### config.mk
export PLATFORM = sky130hd
export DESIGN_NAME = async_tx_core
export DESIGN_NICKNAME = d
export VERILOG_FILES = /design/src/rtl/atx_pkg.sv /design/src/rtl/atx_fifo.sv /design/src/rtl/atx_shifter.sv /design/src/rtl/async_tx_core.sv
export SDC_FILE = /design/constraint.sdc
export NUM_CORES = 1
export LEC_CHECK = 0
export BUFFER_PORTS_ARGS = -buffer_cell sky130_fd_sc_hd__buf_2
export CAP_MARGIN = 20
export CORE_MARGIN = 2
export CORE_UTILIZATION = 40
export DETAILED_ROUTE_END_ITERATION = 7
export PLACE_DENSITY = 0.61
export REMOVE_ABC_BUFFERS = 1
export SLEW_MARGIN = 0
export SYNTH_ARGS = -nofsm -noshare
export SYNTH_HDL_FRONTEND = slang
export SYNTH_SLANG_ARGS = --single-unit
export TNS_END_PERCENT = 100
### constraint.sdc
create_clock -name clk -period 6.81 [get_ports clk]
set_input_delay 0.681 -clock clk [delete_from_list [all_inputs] [get_ports clk]]
set_output_delay 0.681 -clock clk [all_outputs]
set_load 0.02 [all_outputs]
### src/rtl/atx_pkg.sv
// Package: shared command encoding and timing constants for the serial
// transmitter. Assumes commands arrive as a single code per cycle.
package atx_pkg;
    typedef enum logic [2:0] {
        CMD_NOP       = 3'd0,
        CMD_ENABLE    = 3'd1,
        CMD_DISABLE   = 3'd2,
        CMD_RESET     = 3'd3,
        CMD_BREAK_ON  = 3'd4,
        CMD_BREAK_OFF = 3'd5
    } atx_cmd_e;

    localparam int unsigned ATX_OVERSAMPLE = 16;
endpackage

### src/rtl/atx_fifo.sv
// Module: character queue. Synchronous first-in first-out store.
// A push when full and a pop when empty are ignored. Flush empties the
// queue and has priority over push and pop.
module atx_fifo #(
    parameter int unsigned WIDTH = 8,
    parameter int unsigned DEPTH = 8
) (
    input  logic             clk,
    input  logic             rst_n,
    input  logic             flush,
    input  logic             push,
    input  logic [WIDTH-1:0] push_data,
    input  logic             pop,
    output logic [WIDTH-1:0] pop_data,
    output logic             empty,
    output logic             full
);
    localparam int unsigned AW   = (DEPTH > 1) ? $clog2(DEPTH) : 1;
    localparam int unsigned CNTW = $clog2(DEPTH + 1);

    logic [WIDTH-1:0] mem [DEPTH];
    logic [AW-1:0]    wp;
    logic [AW-1:0]    rp;
    logic [CNTW-1:0]  count;
    logic             do_push;
    logic             do_pop;

    assign full     = (count == CNTW'(DEPTH));
    assign empty    = (count == '0);
    assign do_push  = push && !full && !flush;
    assign do_pop   = pop && !empty && !flush;
    assign pop_data = mem[rp];

    // Store the pushed character in its slot.
    always_ff @(posedge clk) begin
        if (do_push) begin
            mem[wp] <= push_data;
        end
    end

    // Advance pointers and the occupancy count.
    always_ff @(posedge clk) begin
        if (!rst_n || flush) begin
            wp    <= '0;
            rp    <= '0;
            count <= '0;
        end else begin
            if (do_push) begin
                wp <= (wp == AW'(DEPTH - 1)) ? '0 : wp + AW'(1);
            end
            if (do_pop) begin
                rp <= (rp == AW'(DEPTH - 1)) ? '0 : rp + AW'(1);
            end
            if (do_push && !do_pop) begin
                count <= count + CNTW'(1);
            end else if (do_pop && !do_push) begin
                count <= count - CNTW'(1);
            end
        end
    end

    AST_NO_OVERFLOW: assert property (@(posedge clk) disable iff (!rst_n)
        count <= CNTW'(DEPTH));
    AST_FULL_WRITE_DROPPED: assert property (@(posedge clk) disable iff (!rst_n)
        (push && full && !pop && !flush) |=> (count == $past(count)));
endmodule

### src/rtl/atx_shifter.sv
// Module: frame serializer. On load it builds the whole frame from the
// character and the mode inputs: start, data LSB first, optional parity,
// then stop bits. It shifts one bit per OVERSAMPLE ticks.
// Assumes load is only raised while not busy. Abort returns the line high.
module atx_shifter #(
    parameter int unsigned DATA_W     = 8,
    parameter int unsigned OVERSAMPLE = 16
) (
    input  logic              clk,
    input  logic              rst_n,
    input  logic              abort,
    input  logic              tick,
    input  logic              load,
    input  logic [DATA_W-1:0] load_data,
    input  logic [1:0]        char_len,
    input  logic              parity_en,
    input  logic              parity_odd,
    input  logic              two_stop,
    output logic              busy,
    output logic              line,
    output logic              done
);
    localparam int unsigned FRAME_W = DATA_W + 4;
    localparam int unsigned LEN_W   = $clog2(FRAME_W + 1);
    localparam int unsigned CW      = (OVERSAMPLE > 1) ? $clog2(OVERSAMPLE) : 1;
    localparam int unsigned MIN_LEN = DATA_W - 3;

    logic [FRAME_W-1:0] shreg;
    logic [FRAME_W-1:0] frame_next;
    logic [LEN_W-1:0]   len_next;
    logic [LEN_W-1:0]   n_data;
    logic [LEN_W-1:0]   left;
    logic [CW-1:0]      tcnt;
    logic               par;
    logic               bit_end;

    assign line    = shreg[0];
    assign bit_end = busy && tick && (tcnt == CW'(OVERSAMPLE - 1));
    assign done    = bit_end && (left == LEN_W'(1));

    // Assemble the complete frame and its length from the mode inputs.
    always_comb begin
        n_data     = LEN_W'(MIN_LEN) + LEN_W'(char_len);
        frame_next = '1;
        frame_next[0] = 1'b0;
        par = parity_odd;
        for (int i = 0; i < DATA_W; i++) begin
            if (LEN_W'(i) < n_data) begin
                frame_next[i + 1] = load_data[i];
                par = par ^ load_data[i];
            end
        end
        for (int i = 1; i < FRAME_W; i++) begin
            if (parity_en && (LEN_W'(i) == n_data + LEN_W'(1))) begin
                frame_next[i] = par;
            end
        end
        len_next = n_data + LEN_W'(2) + LEN_W'(parity_en) + LEN_W'(two_stop);
    end

    // Load, time and shift the frame one bit per OVERSAMPLE ticks.
    always_ff @(posedge clk) begin
        if (!rst_n || abort) begin
            busy  <= 1'b0;
            shreg <= '1;
            tcnt  <= '0;
            left  <= '0;
        end else if (load && !busy) begin
            busy  <= 1'b1;
            shreg <= frame_next;
            tcnt  <= '0;
            left  <= len_next;
        end else if (busy && tick) begin
            if (bit_end) begin
                tcnt  <= '0;
                shreg <= {1'b1, shreg[FRAME_W-1:1]};
                left  <= left - LEN_W'(1);
                if (left == LEN_W'(1)) begin
                    busy <= 1'b0;
                end
            end else begin
                tcnt <= tcnt + CW'(1);
            end
        end
    end

    AST_LAST_BIT_STOP: assert property (@(posedge clk) disable iff (!rst_n)
        (busy && left == LEN_W'(1)) |-> line);
    AST_LOAD_WHEN_IDLE: assert property (@(posedge clk) disable iff (!rst_n)
        load |-> !busy);
endmodule

### src/rtl/async_tx_core.sv
// Module: transmit channel top. It joins the character queue and the
// serializer, decodes host commands, and keeps the enable, break and empty
// state. Assumes baud_tick is a single-cycle pulse at OVERSAMPLE times the
// bit rate, and that mode inputs are steady while a character starts.
module async_tx_core #(
    parameter int unsigned DATA_W     = 8,
    parameter int unsigned FIFO_DEPTH = 8,
    parameter int unsigned OVERSAMPLE = atx_pkg::ATX_OVERSAMPLE
) (
    input  logic              clk,
    input  logic              rst_n,
    input  logic              baud_tick,
    input  logic [2:0]        cmd_code,
    input  logic              wr_en,
    input  logic [DATA_W-1:0] wr_data,
    input  logic [1:0]        char_len,
    input  logic              parity_en,
    input  logic              parity_odd,
    input  logic              two_stop,
    input  logic              cts_gate,
    input  logic              cts_n,
    output logic              txd,
    output logic              tx_rdy,
    output logic              tx_emt
);
    import atx_pkg::*;

    logic              enabled;
    logic              brk;
    logic              emt_q;
    logic              is_enable;
    logic              is_disable;
    logic              is_reset;
    logic              is_brk_on;
    logic              is_brk_off;
    logic              push_ok;
    logic              load;
    logic              cts_block;
    logic              empty;
    logic              full;
    logic              busy;
    logic              line;
    logic              done;
    logic [DATA_W-1:0] head;

    assign is_enable  = (cmd_code == CMD_ENABLE);
    assign is_disable = (cmd_code == CMD_DISABLE);
    assign is_reset   = (cmd_code == CMD_RESET);
    assign is_brk_on  = (cmd_code == CMD_BREAK_ON);
    assign is_brk_off = (cmd_code == CMD_BREAK_OFF);

    assign cts_block = cts_gate && cts_n;
    assign push_ok   = wr_en && enabled && !full && !is_reset;
    assign load      = !empty && !busy && !brk && !cts_block && !is_reset;

    atx_fifo #(
        .WIDTH (DATA_W),
        .DEPTH (FIFO_DEPTH)
    ) u_fifo (
        .clk       (clk),
        .rst_n     (rst_n),
        .flush     (is_reset),
        .push      (push_ok),
        .push_data (wr_data),
        .pop       (load),
        .pop_data  (head),
        .empty     (empty),
        .full      (full)
    );

    atx_shifter #(
        .DATA_W     (DATA_W),
        .OVERSAMPLE (OVERSAMPLE)
    ) u_shift (
        .clk        (clk),
        .rst_n      (rst_n),
        .abort      (is_reset),
        .tick       (baud_tick),
        .load       (load),
        .load_data  (head),
        .char_len   (char_len),
        .parity_en  (parity_en),
        .parity_odd (parity_odd),
        .two_stop   (two_stop),
        .busy       (busy),
        .line       (line),
        .done       (done)
    );

    // Track enable, break and empty status from commands, writes and completion.
    always_ff @(posedge clk) begin
        if (!rst_n || is_reset) begin
            enabled <= 1'b0;
            brk     <= 1'b0;
            emt_q   <= 1'b0;
        end else begin
            if (is_brk_on) begin
                brk <= 1'b1;
            end else if (is_brk_off) begin
                brk <= 1'b0;
            end
            if (is_disable) begin
                enabled <= 1'b0;
                emt_q   <= 1'b0;
            end else if (is_enable) begin
                enabled <= 1'b1;
                if (!enabled) begin
                    emt_q <= 1'b1;
                end else if (push_ok) begin
                    emt_q <= 1'b0;
                end
            end else if (push_ok) begin
                emt_q <= 1'b0;
            end else if (done && empty && enabled) begin
                emt_q <= 1'b1;
            end
        end
    end

    assign txd    = brk ? 1'b0 : line;
    assign tx_rdy = enabled && !full;
    assign tx_emt = emt_q;

    AST_RESET_QUIET: assert property (@(posedge clk) disable iff (!rst_n)
        is_reset |=> (txd && !tx_rdy && !tx_emt));
    AST_BREAK_LOW: assert property (@(posedge clk) disable iff (!rst_n)
        is_brk_on |=> !txd);
    AST_CTS_AT_START: assert property (@(posedge clk) disable iff (!rst_n)
        $rose(busy) |-> !$past(cts_block));
    AST_EMT_AFTER_DRAIN: assert property (@(posedge clk) disable iff (!rst_n)
        ($rose(tx_emt) && !$past(is_enable)) |-> (!busy && empty));
endmodule

==> flow_summary.toml <==
[status]
status = "complete, no violations"

[critical_path]
crit_chain = "nor4_1 -> a2111o_1 -> nor2_1 -> inv_1 -> ha_1 -> inv_1 -> ha_1 -> a21o_1 -> a21oi_1 -> xnor2_1 -> or3_1 -> a21oi_1"
worstPathArrival_ps = 3930
worstSetupStartpointType = "flip-flop"
critical_path.max_stage_delay_ps = 590
end_kind = "flip-flop"
worst-path-max-fanout = 12
slowest_stage = "nor2_1"
path_class = "flip-flop to flip-flop"
critPathRequiredTime_ps = 7070

[drt]
wl_per_cell_microns = 16.6
drc = 0
wirelength_mm = 8.95
drt-initial-drc-count = 114
viasPerCell = 5.31
ant_nets = 0
vias = 2869
firstDrtPassIters = 4

[synthesis]
yosys_warnings = 0
synth_edf_count = 64
synth_ff_type = "edfxtp_1"
synth_cell_type_count = 53
netlist_instances = 369
synth_seq_cells = 101
synth_async_sr_flop_share_pct = 0
avgSynthCellArea_sq_um = 12.8
synthesis.area_sq_um = 4720
yosysSeqAreaShare_pct = 56.4

[finish]
fin_area_sq_um = 5260
diodes = 0
final_nets = 434
layout-drive-gt1-share_pct = 15.9
area_growth_pct = 11.4

[flow_run]
cap_violations = 0

[timing]
period_needed_ps = 3670
final.setup.tns_ps = 0
skew_ps = 9.60
grt_setup_unrepaired = "false"
max_slew_margin_pct = 30.1
slew_violations = 0
fin_crit_sh_pct = 53.9
hold_viol = 0
max_freq_mhz = 272
setup_viol = 0
worst_pin_slew_ps = 1040
setup_slack_ps = 3140

[power]
pwr_density_cell_nw_per_um2 = 303
max-vdd-ir-drop_mv = 0.167
leakagePower_nw = 1.87

[floorplanning]
die_w_microns = 113
die_area_sq_um = 12700
ios = 25
rows = 39
start_util_pct = 41.2
core_sq_um = 11500
chipHeight_microns = 113

[cts]
cts_tree = "done"
cts_buffer_depth = 2
clock_sinks = 101
cts_buffers = 9
htreeDepth = 3
ctsHoldBuffers = 0
clk_latency_ps = 340
post_cts_buffers = 0
ctsResizeCount = 0
cts-root-buf = "clkbuf_16"
path_clk_slew_ps = 70

[grt]
antenna_found_initial = 0
grt_max_degree = 24
grt_pass1_vias = 2855
grt_pass1_wl_mm = 14.5
grtUsageTotal_pct = 14.9
overflow = 0

[placed_design]
portBuffers = 24
place_ws_ps = 2930
dp_hpwl_mm = 6.15
placed_area_sq_um = 4960
place_congestion = 0.805

[worst_hold_path]
hold_class = "flip-flop to flip-flop"
[cell usage after synthesis (7+ instances only)]
| master | number | area share [%] |
|---|---|---|
| edfxtp_1 | 64 | 41 |
| dfxtp_1 | 37 | 16 |
| a21oi_1 | 32 | 3.4 |
| nor2_1 | 32 | 2.5 |
| nand2_1 | 27 | 2.1 |
| ha_1 | 18 | 4.8 |
| nor3_1 | 12 | 1.3 |
| nand3_1 | 10 | 1.1 |
| clkbuf_1 | 9 | 0.72 |
| inv_1 | 9 | 0.72 |
| mux4_1 | 9 | 5.0 |
| mux2i_1 | 8 | 1.7 |
| mux2_2 | 7 | 1.7 |
| o21ai_0 | 7 | 0.74 |
[worst paths after layout]
kind                         start               end  slack (ps)  depth (start not counted)
setup reg to reg   u_fifo.count[0]   u_fifo.count[3]        3140                         12
hold / removal    u_shift.shreg[2]  u_shift.shreg[2]         450                          2
hold reg to reg   u_shift.shreg[2]  u_shift.shreg[2]         450                          2
setup / recovery   u_fifo.count[0]   u_fifo.count[3]        3140                         12
[power by group]
| group | switching, W | total, W | internal (W) |
|---|---|---|---|
| registers | 0.0000376 | 0.000727 | 0.000689 |
| clock network | 0.000227 | 0.000517 | 0.000290 |
| logic | 0.000194 | 0.000352 | 0.000157 |
| total | 0.000459 | 0.00160 | 0.00114 |
[state kept, by name, summed over array words and instances, names as in the netlist, named ones only]
register / cells
u_fifo.mem: 64
u_shift.shreg: 12
u_fifo.count: 4
u_shift.left: 4
u_shift.tcnt: 4
u_fifo.rp: 3
u_fifo.wp: 3
brk: 1
enabled: 1
tx_emt: 1
u_shift.busy: 1
[layout by cell type, fill, tap and decap left out, drive strengths merged, types with 9 or more instances in the layout]
cell type	n
nor3	12
ha	18
clkbuf	9
mux4	14
dfxtp	37
mux2i	10
nand3	10
inv	12
a21oi	32
nor2	32
edfxtp	64
buf	26
nand2	27
xnor2	10
[cell families (layout without fill, tap and decap cells)]
group / after synthesis / in the layout / share of synthesized area [%]
compound gates: 63 / 63 / 8.11
xor+xnor: 16 / 16 / 3.92
fa+ha+maj: 20 / 20 / 5.62
buf+inv: 23 / 51 / 2.46
flops: 101 / 101 / 56.4
mux: 32 / 32 / 11.8
simple gates: 114 / 114 / 11.8
[layout make-up]
type / count / area [sq um]
tap: 143 / 179
clock inverter: 7 / 78.8
clock buffer: 9 / 225
multi-input combinational: 245 / 1950
inverter: 9 / 33.8
sequential: 101 / 2660
fill: 1019 / 6200
timing repair buffer: 26 / 135
[worst max-delay path: cells and delay by family (launching register included)]
family                   cells  cell delay [ps]
AO/OA/AOI/OAI                4              980
XOR/XNOR                     1               90
adder cells (fa/ha/maj)      2              560
buffers and inverters        2              480
flip-flops                   1              440
AND/OR/NAND/NOR              3             1020
[layer usage]
metal | vias to the layer above | part of all wire, % | wire length, microns | track usage [%]
met4 | 0 | 1.3 | 114 | 5.12
met5 | - | 0 | 0 | 0
met1 | 1361 | 45 | 4040 | 18.3
met3 | 13 | 4.3 | 384 | 4.59
li1 | 1426 | - | - | -
met2 | 69 | 49 | 4410 | 25.0
[per-stage QoR]
step | utilization (%) | hold slack (ps) | total power [W] | cells
global route | 45.9 | 483 | 0.00168 | 540
global placement | 43.3 | 433 | 0.00108 | 524
floorplan | - | 423 | 0.00100 | 355
CTS | 45.9 | 446 | 0.00161 | 540
finish | 45.9 | 449 | 0.00160 | 540
detailed placement | 43.3 | 435 | 0.00109 | 524
Power figures use the tool's default switching activity.
